File: src/rtl/dbst_pkg.sv
package dbst_pkg;
   localparam int BYTE_W   = 8;
   localparam int DEV_W    = 2;
   localparam int SHARED_DEV = 2;

   typedef struct packed {
      logic sel_a;
      logic sel_b;
   } sel_pair_t;

   localparam sel_pair_t SEL_IDLE = '{sel_a: 1'b1, sel_b: 1'b1};

   function automatic sel_pair_t dev_to_sel(input logic [DEV_W-1:0] dev);
      sel_pair_t s;
      if (dev == DEV_W'(SHARED_DEV)) begin
         s.sel_a = 1'b1;
         s.sel_b = 1'b0;
      end else begin
         s.sel_a = 1'b0;
         s.sel_b = 1'b1;
      end
      return s;
   endfunction
endpackage

File: src/rtl/dbst_phase_timer.sv
module dbst_phase_timer #(
   parameter int PHASE_CYC = 2
) (
   input  logic clk,
   input  logic rst_n,
   input  logic restart,
   input  logic run,
   output logic tick
);
   generate
      if (PHASE_CYC < 1) begin : g_bad_phase
         $error("PHASE_CYC must be at least 1");
      end
      if (PHASE_CYC == 1) begin : g_single
         assign tick = run;
      end else begin : g_count
         localparam int CNT_W = $clog2(PHASE_CYC);
         localparam logic [CNT_W-1:0] LAST = CNT_W'(PHASE_CYC - 1);
         logic [CNT_W-1:0] cnt_q;
         always_ff @(posedge clk or negedge rst_n) begin
            if (!rst_n) begin
               cnt_q <= '0;
            end else if (restart) begin
               cnt_q <= '0;
            end else if (run) begin
               cnt_q <= (cnt_q == LAST) ? '0 : cnt_q + 1'b1;
            end
         end
         assign tick = run && (cnt_q == LAST);
      end
   endgenerate
endmodule

File: src/rtl/dbst_shifter.sv
module dbst_shifter #(
   parameter int WIDTH = 8
) (
   input  logic             clk,
   input  logic             rst_n,
   input  logic             load,
   input  logic [WIDTH-1:0] load_data,
   input  logic             dual,
   input  logic             advance,
   input  logic             sample,
   input  logic             sdi,
   output logic             hi_bit,
   output logic             lo_bit,
   output logic [WIDTH-1:0] rx_data
);
   generate
      if (WIDTH < 2 || (WIDTH % 2) != 0) begin : g_bad_width
         $error("WIDTH must be even and at least 2");
      end
   endgenerate

   logic [WIDTH-1:0] tx_q;
   logic [WIDTH-1:0] rx_q;

   always_ff @(posedge clk or negedge rst_n) begin
      if (!rst_n) begin
         tx_q <= '0;
         rx_q <= '0;
      end else if (load) begin
         tx_q <= load_data;
         rx_q <= '0;
      end else begin
         if (advance) tx_q <= dual ? (tx_q << 2) : (tx_q << 1);
         if (sample)  rx_q <= {rx_q[WIDTH-2:0], sdi};
      end
   end

   assign hi_bit  = tx_q[WIDTH-1];
   assign lo_bit  = tx_q[WIDTH-2];
   assign rx_data = rx_q;
endmodule

File: src/rtl/dual_bit_serial_tx.sv
module dual_bit_serial_tx
   import dbst_pkg::*;
#(
   parameter int PHASE_CYC = 2
) (
   input  logic              clk,
   input  logic              rst_n,
   input  logic              req_valid,
   input  logic [BYTE_W-1:0] req_byte,
   input  logic              req_dual,
   input  logic [DEV_W-1:0]  req_dev,
   input  logic              req_last,
   output logic              busy,
   output logic              done,
   output logic [BYTE_W-1:0] rx_byte,
   output logic              sclk,
   output logic              mosi,
   output logic              sel_a,
   output logic              sel_b,
   output logic              sel_c,
   input  logic              miso
);
   localparam int SLOTS_STD  = BYTE_W;
   localparam int SLOTS_DUAL = BYTE_W / 2;
   localparam int SLOT_W     = $clog2(SLOTS_STD);

   logic              busy_q, done_q, sclk_q, dual_q, last_q;
   logic [SLOT_W-1:0] slots_left_q;
   sel_pair_t         sel_q;
   logic [BYTE_W-1:0] rx_q;
   logic              accept, tick, rise, finish, advance;
   logic              hi_bit, lo_bit;
   logic [BYTE_W-1:0] rx_shift;

   assign accept  = req_valid && !busy_q;
   assign rise    = tick && !sclk_q;
   assign finish  = tick && sclk_q && (slots_left_q == '0);
   assign advance = tick && sclk_q && (slots_left_q != '0);

   dbst_phase_timer #(.PHASE_CYC(PHASE_CYC)) u_timer (
      .clk     (clk),
      .rst_n   (rst_n),
      .restart (accept),
      .run     (busy_q),
      .tick    (tick)
   );

   dbst_shifter #(.WIDTH(BYTE_W)) u_shift (
      .clk       (clk),
      .rst_n     (rst_n),
      .load      (accept),
      .load_data (req_byte),
      .dual      (dual_q),
      .advance   (advance),
      .sample    (rise),
      .sdi       (miso),
      .hi_bit    (hi_bit),
      .lo_bit    (lo_bit),
      .rx_data   (rx_shift)
   );

   always_ff @(posedge clk or negedge rst_n) begin
      if (!rst_n) begin
         busy_q       <= 1'b0;
         done_q       <= 1'b0;
         sclk_q       <= 1'b0;
         dual_q       <= 1'b0;
         last_q       <= 1'b0;
         slots_left_q <= '0;
         sel_q        <= SEL_IDLE;
         rx_q         <= '0;
      end else begin
         done_q <= 1'b0;
         if (accept) begin
            busy_q       <= 1'b1;
            sclk_q       <= 1'b0;
            dual_q       <= req_dual;
            last_q       <= req_last;
            slots_left_q <= req_dual ? SLOT_W'(SLOTS_DUAL - 1) : SLOT_W'(SLOTS_STD - 1);
            sel_q        <= dev_to_sel(req_dev);
         end else if (rise) begin
            sclk_q <= 1'b1;
         end else if (advance) begin
            sclk_q       <= 1'b0;
            slots_left_q <= slots_left_q - 1'b1;
         end else if (finish) begin
            sclk_q <= 1'b0;
            busy_q <= 1'b0;
            done_q <= 1'b1;
            rx_q   <= rx_shift;
            if (last_q) sel_q <= SEL_IDLE;
         end
      end
   end

   assign busy    = busy_q;
   assign done    = done_q;
   assign rx_byte = rx_q;
   assign sclk    = sclk_q;
   assign mosi    = busy_q ? hi_bit : 1'b0;
   assign sel_c   = (busy_q && dual_q) ? lo_bit : 1'b1;
   assign sel_a   = sel_q.sel_a;
   assign sel_b   = sel_q.sel_b;
endmodule

File: config.mk
export PLATFORM = sky130hd
export DESIGN_NAME = dual_bit_serial_tx
export DESIGN_NICKNAME = d
export VERILOG_FILES = /design/src/rtl/dbst_pkg.sv /design/src/rtl/dbst_phase_timer.sv /design/src/rtl/dbst_shifter.sv /design/src/rtl/dual_bit_serial_tx.sv
export SDC_FILE = /design/constraint.sdc
export NUM_CORES = 1
export LEC_CHECK = 0
export BUFFER_PORTS_ARGS = -buffer_cell sky130_fd_sc_hd__buf_4
export CAP_MARGIN = 20
export CELL_PAD_IN_SITES_DETAIL_PLACEMENT = 0
export CELL_PAD_IN_SITES_GLOBAL_PLACEMENT = 1
export CORE_MARGIN = 2
export CORE_UTILIZATION = 46
export DETAILED_ROUTE_END_ITERATION = 12
export GPL_ROUTABILITY_DRIVEN = 0
export PLACE_DENSITY = 0.82
export SLEW_MARGIN = 30
export SYNTH_ARGS = -nofsm -noshare
export SYNTH_HDL_FRONTEND = slang
export SYNTH_SLANG_ARGS = --single-unit
export TNS_END_PERCENT = 20
File: constraint.sdc
create_clock -name clk -period 4.6 [get_ports clk]
set_input_delay 0 -clock clk [delete_from_list [all_inputs] [get_ports clk]]
set_output_delay 0 -clock clk [all_outputs]
set_load 0.01 [all_outputs]
==> results of run 1 <==
[layer usage]
layer,vias to the layer above,track usage [%],routed length [um]
met5,-,0,0
met4,0,7.88,67
met3,9,4.40,134
met2,26,28.6,1500
met1,536,21.5,1380
li1,546,-,-
[cell usage in the layout, fill, tap and decap left out]
master / Yosys / layout
dfrtp_1: 33 / 33
buf_4: 0 / 30
mux2_2: 24 / 24
nor2_1: 13 / 13
dlygate4sd3_1: 0 / 9
mux2i_1: 8 / 8
nand2_1: 7 / 7
inv_1: 6 / 6
o21ai_0: 6 / 6
clkbuf_4: 0 / 5
nand3_1: 4 / 4
nand2b_1: 3 / 3
nand3b_1: 2 / 2
a31oi_1: 2 / 2
a22oi_1: 2 / 2
mux2_4: 2 / 2
ha_1: 2 / 2
dfstp_2: 2 / 2
and2_2: 1 / 1
nand3_2: 1 / 1
nor2_4: 1 / 1
nor2b_1: 1 / 1
o21ai_2: 1 / 1
and2b_2: 1 / 1
and3_2: 1 / 1
nand4_1: 1 / 1
o21a_1: 1 / 1
xnor2_1: 1 / 1
a31o_2: 1 / 1
a2bb2oi_1: 1 / 1
or4_1: 1 / 1
clkinv_2: 0 / 1
clkinvlp_4: 0 / 1
clkbuf_1: 1 / 1
[tightest hold or removal path, delay by kind of cell]
| kind | cells | cell delay [ns] |
|---|---|---|
| muxes | 2 | 0.25 |
| buffers and inverters | 1 | 0.07 |
[sequential cells by signal, summed over array words and instances (netlist names)]
| name | count |
|---|---|
| busy | 1 |
| done | 1 |
| dual_q | 1 |
| last_q | 1 |
| rx_byte | 8 |
| sclk | 1 |
| sel_a | 1 |
| sel_b | 1 |
| slots_left_q | 3 |
| u_shift.rx_data | 8 |
| u_shift.tx_q | 8 |
| u_timer.g_count.cnt_q | 1 |
[power by group through the flow]
stage | Combinational [mW] | Clock (mW) | Sequential [mW]
finish | 0.527 | 0.163 | 0.541
global route | 0.586 | 0.189 | 0.561
CTS | 0.536 | 0.169 | 0.542
detailed placement | 0.529 | 0 | 0.548
global placement | 0.513 | 0 | 0.540
floorplan | 0.371 | 0 | 0.537
[logic make-up (layout without fill, tap and decap cells)]
| logic type | after synthesis | after routing | share of synthesized area [%] |
|---|---|---|---|
| XOR/XNOR | 1 | 1 | 0.532 |
| adder cells (fa/ha/maj) | 2 | 2 | 1.52 |
| AO/OA/AOI/OAI | 14 | 14 | 5.55 |
| flip-flops | 35 | 35 | 53.4 |
| multiplexers | 34 | 34 | 23.1 |
| buffers and inverters | 12 | 53 | 4.11 |
| AND/OR/NAND/NOR | 37 | 37 | 11.8 |
[final cells by class]
| class | instances | area [um^2] |
|---|---|---|
| clock inverters | 2 | 12.5 |
| well taps | 46 | 57.6 |
| inverters | 6 | 22.5 |
| flip-flops and latches | 35 | 878 |
| multi-input cells | 88 | 699 |
| clock buffers | 6 | 41.3 |
| fillers | 294 | 1360 |
| repair buffers | 39 | 315 |
[what timing repair did]
action,in CTS,in global routing
setup endpoints to repair,0,0
hold buffers,9,0
endpoints found under the hold margin,44,0
[final timing paths]
check / startpoint / to / slack [ns] / cells after the start
setup / recovery: busy / u_shift.tx_q[3] / 2.75 / 3
hold / removal: req_byte[4] / u_shift.tx_q[4] / 0.02 / 3
setup reg to reg: busy / u_shift.tx_q[3] / 2.75 / 3
hold reg to reg: last_q / last_q / 0.49 / 2
max in group asynchronous: rst_n / sel_a / 4.12 / 2
min in group asynchronous: rst_n / dual_q / 0.14 / 2
[metrics by stage]
| stage | power [mW] | area (um^2) |
|---|---|---|
| finish | 1.23 | 2030 |
| detailed placement | 1.08 | 1880 |
| floorplan | 0.908 | 1650 |
| CTS | 1.25 | 2030 |
| global route | 1.34 | 2030 |
| global placement | 1.05 | 1880 |
==> out/qor_table.md, run 1 <==
| Step | Parameter | Reported |
|---|---|---|
| detailed routing | Via density per instance | 5.03 |
| pwr | Sequential share of power | 43.9% |
| timing | RSZ-0062 raised after global routing | no |
| cts | Later-pin clock latency in the skew report | 0.34 ns |
| detailed routing | DRC violations left | 0 |
| status | Run status | finished clean |
| cts | CTS Buffer Depth | 2 |
| yosys | Count of warnings emitted by yosys | 0 |
| critical path | Worst path required time | 4.83 ns |
| critical path | Category of the most critical setup path | flop to flop |
| yosys | Most frequent cells after synthesis | dfrtp_1, mux2_2, nor2_1, mux2i_1, nand2_1 |
| finish | Proportion of layout cells with a drive suffix above 1 | 40.9% |
| yosys | Mean instance size in the synthesized netlist | 12.2 um^2 |
| global route | GRT Total Usage | 17.4% |
| detailed routing | Routed vias | 1117 |
| yosys | Netlist cell types | 33 |
| timing | Final count of pins violating max slew | 0 |
| critical path | Bufs and invs on worst path | 0 |
| critical path | Endpoint kind of the worst setup timing path | flop |
| detailed routing | Total Routed Length | 3080 um |
| pwr | Largest vdd supply drop | 0.278 mV |
| finish | Total number of nets in the final design | 193 |
| pwr | Combinational share of power | 42.8% |
| cts | Setup bufs post-CTS | 0 |
| pwr | PwrDens | 607 mW/mm^2 |
| pwr | Leakage | 1.01 nW |
| floorplan | Cell Rows | 21 |
| floorplan | Die Height | 63.8 um |
| pwr | Switching power | 0.426 mW |
| hold path | Type of the most critical hold path | input pin to flop |
| place | Placed cell count | 205 |
| timing | Shortest period the worst path allows | 1.85 ns |
| global route | Via count of the first global-routing pass | 1195 |
| critical path | Crit path arrival time | 2.08 ns |
| yosys | Flip-flop and latch count after synthesis | 35 |
| timing | Number of setup violations in the final report | 0 |
| timing | Final Hold Vio Count | 0 |
| detailed routing | Pre-antenna DRT Iters | 4 |
| floorplan | Top-level I/O count | 31 |
| yosys | Post-Synthesis Cell Area | 0.00165 mm^2 |
| detailed routing | DRC marker count from the first detailed-route iteration | 45 |
| yosys | Share of Yosys cell area claimed by the top area cell type | 50.2% |
| flow run | Max-cap viol count | 0 |
| cts | # resized after CTS | 0 |
| yosys | Leading register cell type out of synthesis | dfrtp_1 |
| pwr | Switch share | 34.6% |
| yosys | Number of synthesized flops with an enable pin | 0 |
| timing | Worst clock skew on the final layout | 0.00858 ns |
| floorplan | Placeable core area | 0.00339 mm^2 |
| cts | Clock Pin Slew Worst Setup and Hold Paths | 0.10 ns |
| place | Placed wire-length estimate after detailed placement | 2180 um |
| timing | Transition time at the pin with the least slew margin | 0.666 ns |
| critical path | Delay of the slowest cell on the worst path | 0.58 ns |
| global route | Maximum number of pins on one net before global-route repair | 36 |
| yosys | Library cell with the highest instance count after synthesis | dfrtp_1 |
| floorplan | Total die area | 0.00407 mm^2 |
| critical path | Most frequent CP cell | mux2_2 |
| place | Number of port buffers | 30 |
| floorplan | Horizontal die dimension | 63.8 um |
| finish | Post-route insts no fill | 222 |
| yosys | Share of the yosys chip area belonging to registers | 53.4% |
| finish | Area added between synthesis and finish | 23.2% |
| cts | Number of levels the H-tree was split into | 2 |
| finish | Diode count | 0 |
| timing | Setup TNS after final layout | 0 ns |
| cts | Clock tree root driver cell | clkbuf_4 |
| pwr | Part of the power in the clock network | 13.2% |
| yosys | Top cell type by total area after synthesis | dfrtp_1 |
| timing | Max_slew headroom | 55.6% |
| timing | Fmax | 540 MHz |
| timing | Final worst-path cycle share | 40.2% |
| yosys | Cell types with the largest area share after synthesis | dfrtp_1, mux2_2, mux2i_1 |
| detailed routing | Antenna violation net count after detailed routing | 0 |
| place | Worst slack at placement | 2.74 ns |
| cts | Sinks on the clock net | 35 |
| yosys | Async SR Flop Fraction | 100% |
| timing | Hold Worst Slack | 0.0169 ns |
| critical path | Cell with the largest stage delay on the worst path | nand2b_1 |
| global route | First-pass GRT wire length | 5480 um |
| pwr | Design internal power | 0.805 mW |
| critical path | Critical path launch point type | flop |
| detailed routing | Wire length per cell | 13.9 um |
| cts | Number of clock buffers inserted by TritonCTS | 5 |
| floorplan | Starting Density | 48.5% |
| global route | Antenna violations before repair | 0 |
| cts | CTS tree | yes |
| finish | Utilization after layout | 59.8% |
| timing | Worst setup slack after layout | 2.75 ns |
| global route | Total congestion overflow after global routing | 0 |
| critical path | Worst-path cell chain | nand2b_1 > mux2_2 > mux2_2 |
| critical path | Largest fanout on the critical path | 15 |
| critical path | Cell type group with the largest total delay on the critical path | multiplexers |
| yosys | Number of standard cells after synthesis | 135 |
| yosys | Net count after synthesis | 153 |
Power figures use the tool's default switching activity.
==> inputs of run 2 (changes only) <==
ABC_AREA = 1   (was unset)
CORE_UTILIZATION = 37   (was 46)
PLACE_DENSITY = 0.75   (was 0.82)
clock period = 1.65 ns   (was 4.6 ns; I/O delays follow)
==> run 2 against run 1 <==
Hold slack worse by 0.0047 ns; largest cell class unchanged; die area up 30%; setup slack worse by 2.6 ns; highest routed layer unchanged; combinational power rose to 3.4 times the previous value; clock skew down 0.0019 ns; routed wire length up 13%; synthesized cell count up 53%; via count up 27%; non-clock buffer count up 4.
==> out/qor_table.md, run 2 <==
| Step | Parameter | Reported |
|---|---|---|
| cts | Clock Pin Slew Worst Setup and Hold Paths | 0.07 ns |
| finish | Diode count | 0 |
| yosys | Number of standard cells after synthesis | 207 |
| critical path | Endpoint kind of the worst setup timing path | flop |
| finish | Top library cells by usage in the layout, fill and taps aside | nand2_1, buf_4, dfrtp_1, inv_1, nand3_1 |
| yosys | Net count after synthesis | 225 |
| timing | Number of setup violations in the final report | 0 |
| critical path | Largest fanout on the critical path | 8 |
| yosys | Number of synthesized flops with an enable pin | 0 |
| global route | Antenna violations before repair | 0 |
| timing | Worst setup slack after layout | 0.132 ns |
| pwr | Leakage | 1.15 nW |
| yosys | Fraction of synthesized cell area in xor and xnor cells | 0% |
| yosys | Mean instance size in the synthesized netlist | 8.41 um^2 |
| yosys | Compound-cell area share of the yosys netlist | 8.98% |
| finish | Fill count | 454 |
| detailed routing | Pre-antenna DRT Iters | 4 |
| status | Run status | finished clean |
| pwr | Largest vdd supply drop | 0.601 mV |
| timing | Transition time at the pin with the least slew margin | 0.429 ns |
| yosys | Post-Synthesis Cell Area | 0.00174 mm^2 |
| critical path | Worst-path cell chain | nor2_4 > nand3b_1 > dlygate4sd3_1 > nand2_1 |
| detailed routing | Wire length per cell | 11.5 um |
| yosys | Netlist cell types | 25 |
| pwr | Overall Power | 3.97 mW |
| timing | Hold Worst Slack | 0.0122 ns |
| timing | RSZ-0062 raised after global routing | no |
| place | Worst slack at placement | 0.227 ns |
| global route | First-pass GRT wire length | 6180 um |
| timing | Final Hold Vio Count | 0 |
| cts | Later-pin clock latency in the skew report | 0.28 ns |
| critical path | Delay of the slowest cell on the worst path | 0.58 ns |
| place | Placed wire-length estimate after detailed placement | 2430 um |
| timing | Worst clock skew on the final layout | 0.00665 ns |
| detailed routing | DRC violations left | 0 |
| finish | Leading cell type in the layout, fill and taps excluded | nand2_1 |
| critical path | Critical path launch point type | flop |
| timing | Shortest period the worst path allows | 1.52 ns |
| floorplan | Starting Density | 39.2% |
| place | Placed cell count | 288 |
| floorplan | Horizontal die dimension | 72.6 um |
| timing | Max_slew headroom | 71.4% |
| floorplan | Placeable core area | 0.00444 mm^2 |
| yosys | Combinational family with the most area after synthesis | simple AND/OR/NAND/NOR gates |
| cts | Sinks on the clock net | 35 |
| global route | Maximum number of pins on one net before global-route repair | 36 |
| global route | Total congestion overflow after global routing | 0 |
| critical path | Crit path arrival time | 1.74 ns |
| yosys | Post-synthesis share of cell area spent on and, or, nand and nor gates | 29.2% |
| yosys | Top cell type by total area after synthesis | dfrtp_1 |
| pwr | PwrDens | 1820 mW/mm^2 |
| detailed routing | Total Routed Length | 3470 um |
| floorplan | Top-level I/O count | 31 |
| cts | Clock tree root driver cell | clkbuf_8 |
| cts | Number of clock buffers inserted by TritonCTS | 5 |
| yosys | Share of Yosys cell area claimed by the top area cell type | 47.4% |
| flow run | Max-cap viol count | 0 |
| place | Dpl cell area | 0.00202 mm^2 |
| timing | Final worst-path cycle share | 92.0% |
| detailed routing | Antenna violation net count after detailed routing | 0 |
| cts | Number of levels the H-tree was split into | 2 |
| yosys | Leading register cell type out of synthesis | dfrtp_1 |
| detailed routing | Via density per instance | 4.71 |
| yosys | Async SR Flop Fraction | 100% |
| global route | Via count of the first global-routing pass | 1318 |
| hold path | Type of the most critical hold path | input pin to flop |
| detailed routing | Routed vias | 1421 |
| timing | Setup TNS after final layout | 0 ns |
| cts | CTS Buffer Depth | 2 |
| detailed routing | DRC marker count from the first detailed-route iteration | 82 |
| yosys | Cell types with the largest area share after synthesis | dfrtp_1, nand2_1, nand3_1 |
| floorplan | Total die area | 0.00527 mm^2 |
| finish | Final std cell area, no fill | 0.00218 mm^2 |
| finish | Post-route insts no fill | 302 |
| finish | Proportion of layout cells with a drive suffix above 1 | 26.4% |
| yosys | Most frequent cells after synthesis | nand2_1, dfrtp_1, inv_1, nand3_1, o21ai_2 |
| place | Number of port buffers | 30 |
| critical path | Worst path required time | 1.88 ns |
| finish | Total number of nets in the final design | 267 |
| critical path | Cell with the largest stage delay on the worst path | dlygate4sd3_1 |
| global route | GRT Total Usage | 15.2% |
| yosys | Count of warnings emitted by yosys | 0 |
| timing | Final count of pins violating max slew | 0 |
| yosys | Flip-flop and latch count after synthesis | 35 |
| yosys | Share of the yosys chip area belonging to registers | 50.4% |
| yosys | Library cell with the highest instance count after synthesis | nand2_1 |
| yosys | Fraction of synthesized area in multiplexers | 0% |
| floorplan | Die Height | 72.6 um |
| finish | Sequential cell area | 880 um^2 |
| floorplan | Cell Rows | 24 |
| yosys | Synthesized-area fraction occupied by adder cells | 1.44% |
| finish | Area taken by multi-input logic gates | 691 um^2 |
| critical path | Category of the most critical setup path | flop to flop |
| timing | Fmax | 659 MHz |
| cts | Setup bufs post-CTS | 0 |
| finish | Area added between synthesis and finish | 25.1% |
| cts | CTS tree | yes |
| finish | Utilization after layout | 49.0% |
[run 2: power by group]
part | internal [mW] | switching (mW)
clock | 0.381 | 0.298
sequential | 1.25 | 0.269
combinational | 0.746 | 1.03
total | 2.37 | 1.59
[run 2: routing by layer]
layer	share of wire, %	vias to the layer above	wire [um]	GRT usage (%)
met2	41	35	1440	19.7
met5	0	-	0	0
met4	1.3	0	44	5.56
met1	52	655	1810	24.0
li1	-	726	-	-
met3	5.1	5	177	3.73
[run 2: worst paths after layout]
path / start / endpoint / cells after the start / slack [ns]
min reg2reg: u_shift.rx_data[6] / rx_byte[6] / 2 / 0.48
min in group asynchronous: rst_n / u_shift.rx_data[5] / 2 / 0.20
min: req_byte[2] / u_shift.tx_q[2] / 5 / 0.01
max reg2reg: busy / sel_a / 4 / 0.13
max: busy / sel_a / 4 / 0.13
max in group asynchronous: rst_n / sel_a / 2 / 1.11
[run 2: area by class of cell]
class	count	share of cell area, %
sequential	35	40.4
timing repair buffer	43	15.5
clock buffer	8	4.60
tap	52	2.99
inverter	28	4.82
multi-input combinational	136	31.7
[run 2: critical path: cells and delay by family, from the launching register on]
family                 cells  cell delay [ns]
AND/OR/NAND/NOR            3             0.40
buffers and inverters      1             0.58
flip-flops                 1             0.49
[run 2: what timing repair did]
item                                   4_1_cts  5_1_grt
endpoints found under the hold margin       37        0
hold buffers                                 6        0
gates resized for setup                      0        1
setup endpoints to repair                    0        1
[run 2: kinds of logic (layout without fill, tap and decap cells)]
group | after synthesis | in the layout
buffers and inverters | 36 | 79
adder cells (fa/ha/maj) | 2 | 2
AO/OA/AOI/OAI | 22 | 22
AND/OR/NAND/NOR | 112 | 112
flip-flops | 35 | 35
==> inputs of run 3 (changes only) <==
CORE_UTILIZATION = 31   (was 37)
PLACE_DENSITY = 0.65   (was 0.75)
==> run 3 against run 2 <==
Count of clock-buffer cells in the layout decreased by 3; final cell count increased by 6.0%; clock skew hardly changed; highest routed layer unchanged; via count down 1.7%; sequential share of layout area decreased by 0.15 points; sequential cell count did not move; register-to-register slack improved by 0.09 ns; die area grew 18%; critical path type unchanged; largest power group unchanged.
==> out/qor_table.md, run 3 (synthesis results as in run 2) <==
| Step | Parameter | Reported |
|---|---|---|
| global route | First-pass GRT wire length | 5990 um |
| flow run | Max-cap viol count | 0 |
| critical path | Critical path launch point type | flop |
| floorplan | Top-level I/O count | 31 |
| hold path | End point of the most critical hold path | u_shift.tx_q[2] |
| timing | Fmax | 701 MHz |
| floorplan | Die Height | 79.0 um |
| critical path | Worst setup slack for register-to-register paths | 0.22 ns |
| pwr | PwrDens | 1770 mW/mm^2 |
| cts | Setup bufs post-CTS | 0 |
| critical path | Endpoint kind of the worst setup timing path | flop |
| finish | Leading cell type in the layout, fill and taps excluded | nand2_1 |
| hold path | Type of the most critical hold path | input pin to flop |
| finish | Sequential cell area | 878 um^2 |
| finish | Total number of nets in the final design | 265 |
| cts | CTS Buffer Depth | 2 |
| pwr | Leakage | 1.14 nW |
| detailed routing | Via density per instance | 4.37 |
| timing | Transition time at the pin with the least slew margin | 0.433 ns |
| critical path | Worst path required time | 1.86 ns |
| timing | Shortest period the worst path allows | 1.43 ns |
| pwr | Overall Power | 3.87 mW |
| status | Run status | finished clean |
| detailed routing | DRC violations left | 0 |
| finish | Area taken by multi-input logic gates | 691 um^2 |
| floorplan | Starting Density | 31.8% |
| timing | Number of setup violations in the final report | 0 |
| detailed routing | DRC marker count from the first detailed-route iteration | 69 |
| hold path | Worst hold path cell count | 5 |
| timing | Final Hold Vio Count | 0 |
| detailed routing | Pre-antenna DRT Iters | 4 |
| hold path | Min-Delay Startpoint | req_byte[2] |
| global route | Total congestion overflow after global routing | 0 |
| place | Number of port buffers | 30 |
| detailed routing | Routed vias | 1397 |
| global route | GRT Total Usage | 12.5% |
| detailed routing | Met3 WL post-DR | 144 um |
| cts | Later-pin clock latency in the skew report | 0.28 ns |
| timing | Hold Worst Slack | 0.00693 ns |
| cts | CTS tree | yes |
| timing | Max_slew headroom | 71.1% |
| global route | Via count of the first global-routing pass | 1280 |
| floorplan | Cell Rows | 27 |
| finish | Fill count | 610 |
| global route | Maximum number of pins on one net before global-route repair | 36 |
| critical path | Category of the most critical setup path | flop to flop |
| floorplan | Horizontal die dimension | 79.0 um |
| critical path | Largest fanout on the critical path | 15 |
| timing | RSZ-0062 raised after global routing | no |
| detailed routing | Total Routed Length | 3510 um |
| cts | Number of levels the H-tree was split into | 2 |
| detailed routing | Metal2 WL | 1500 um |
| critical path | Crit path arrival time | 1.63 ns |
| critical path | Endpoint of the most critical register-to-register path | sclk |
| finish | Final std cell area, no fill | 0.00218 mm^2 |
| cts | Clock Pin Slew Worst Setup and Hold Paths | 0.07 ns |
| pwr | Largest vdd supply drop | 0.707 mV |
| cts | Number of clock buffers inserted by TritonCTS | 5 |
| timing | Final count of pins violating max slew | 0 |
| floorplan | Total die area | 0.00623 mm^2 |
| detailed routing | Top Metal Used | met4 |
| place | Dpl cell area | 0.00204 mm^2 |
| detailed routing | Wire length per cell | 11.0 um |
| timing | Setup TNS after final layout | 0 ns |
| critical path | Reg-to-Reg Start | busy |
| finish | Diode count | 0 |
| cts | Clock tree root driver cell | clkbuf_8 |
| critical path | R2R depth | 5 |
| global route | Antenna violations before repair | 0 |
| timing | Worst clock skew on the final layout | 0.00633 ns |
| detailed routing | Met1 wire length | 1810 um |
| finish | Area added between synthesis and finish | 25.4% |
| timing | Final worst-path cycle share | 86.5% |
| finish | Proportion of layout cells with a drive suffix above 1 | 25.8% |
| finish | Top library cells by usage in the layout, fill and taps aside | nand2_1, buf_4, dfrtp_1, inv_1, nand3_1 |
| floorplan | Placeable core area | 0.00547 mm^2 |
| detailed routing | Antenna violation net count after detailed routing | 0 |
| cts | Sinks on the clock net | 35 |
| place | Placed wire-length estimate after detailed placement | 2470 um |
## run 3: what timing repair did
item | in CTS | in global routing
endpoints found under the hold margin | 39 | 0
hold buffers | 6 | 0
gates resized for setup | 0 | 0
## run 3: worst max-delay path by stage
stage / depth (start not counted) / end / startpoint / slack (ns)
6_report: 5 / sclk / busy / 0.22
5_1_grt: 5 / sclk / busy / 0.04
4_1_cts: 5 / sclk / busy / 0.17
3_5_place_dp: 5 / sclk / busy / 0.17
3_3_place_gp: 5 / sclk / busy / 0.17
2_1_floorplan: 6 / busy / slots_left_q[0] / 0.30
## run 3: stage by stage
step,util [%],std cells,setup slack (ns)
finish,39.9,320,0.223
global route,39.9,320,0.0436
CTS,39.9,320,0.174
detailed placement,37.3,306,0.169
global placement,37.3,306,0.170
floorplan,-,207,0.297
## run 3: worst max-delay path, cell delays in order, from the launching register on
cell and delay [ns]:
dfrtp_1 0.57, inv_2 0.09, nand2_2 0.25, buf_4 0.23, nand2_1 0.07, o21ai_0 0.15
## run 3: where the power goes
| group | internal [mW] | switching [mW] | total [mW] | leakage [nW] |
|---|---|---|---|---|
| clock | 0.289 | 0.308 | 0.597 | 0.0477 |
| sequential | 1.24 | 0.277 | 1.52 | 0.450 |
| combinational | 0.741 | 1.01 | 1.75 | 0.646 |
| total | 2.27 | 1.60 | 3.87 | 1.14 |
## run 3: layer usage
| metal | GRT usage [%] | vias to the layer above |
|---|---|---|
| li1 | - | 724 |
| met1 | 17.4 | 644 |
| met2 | 18.0 | 23 |
| met3 | 3.41 | 6 |
| met4 | 5.69 | 0 |
| met5 | 0 | - |
## run 3: area by class of cell
class | count | area share [%]
sequential | 35 | 40.2
inverter | 28 | 4.81
tap | 72 | 4.13
timing repair buffer | 41 | 15.4
multi-input combinational | 136 | 31.6
clock inverter | 3 | 0.688
clock buffer | 5 | 3.15
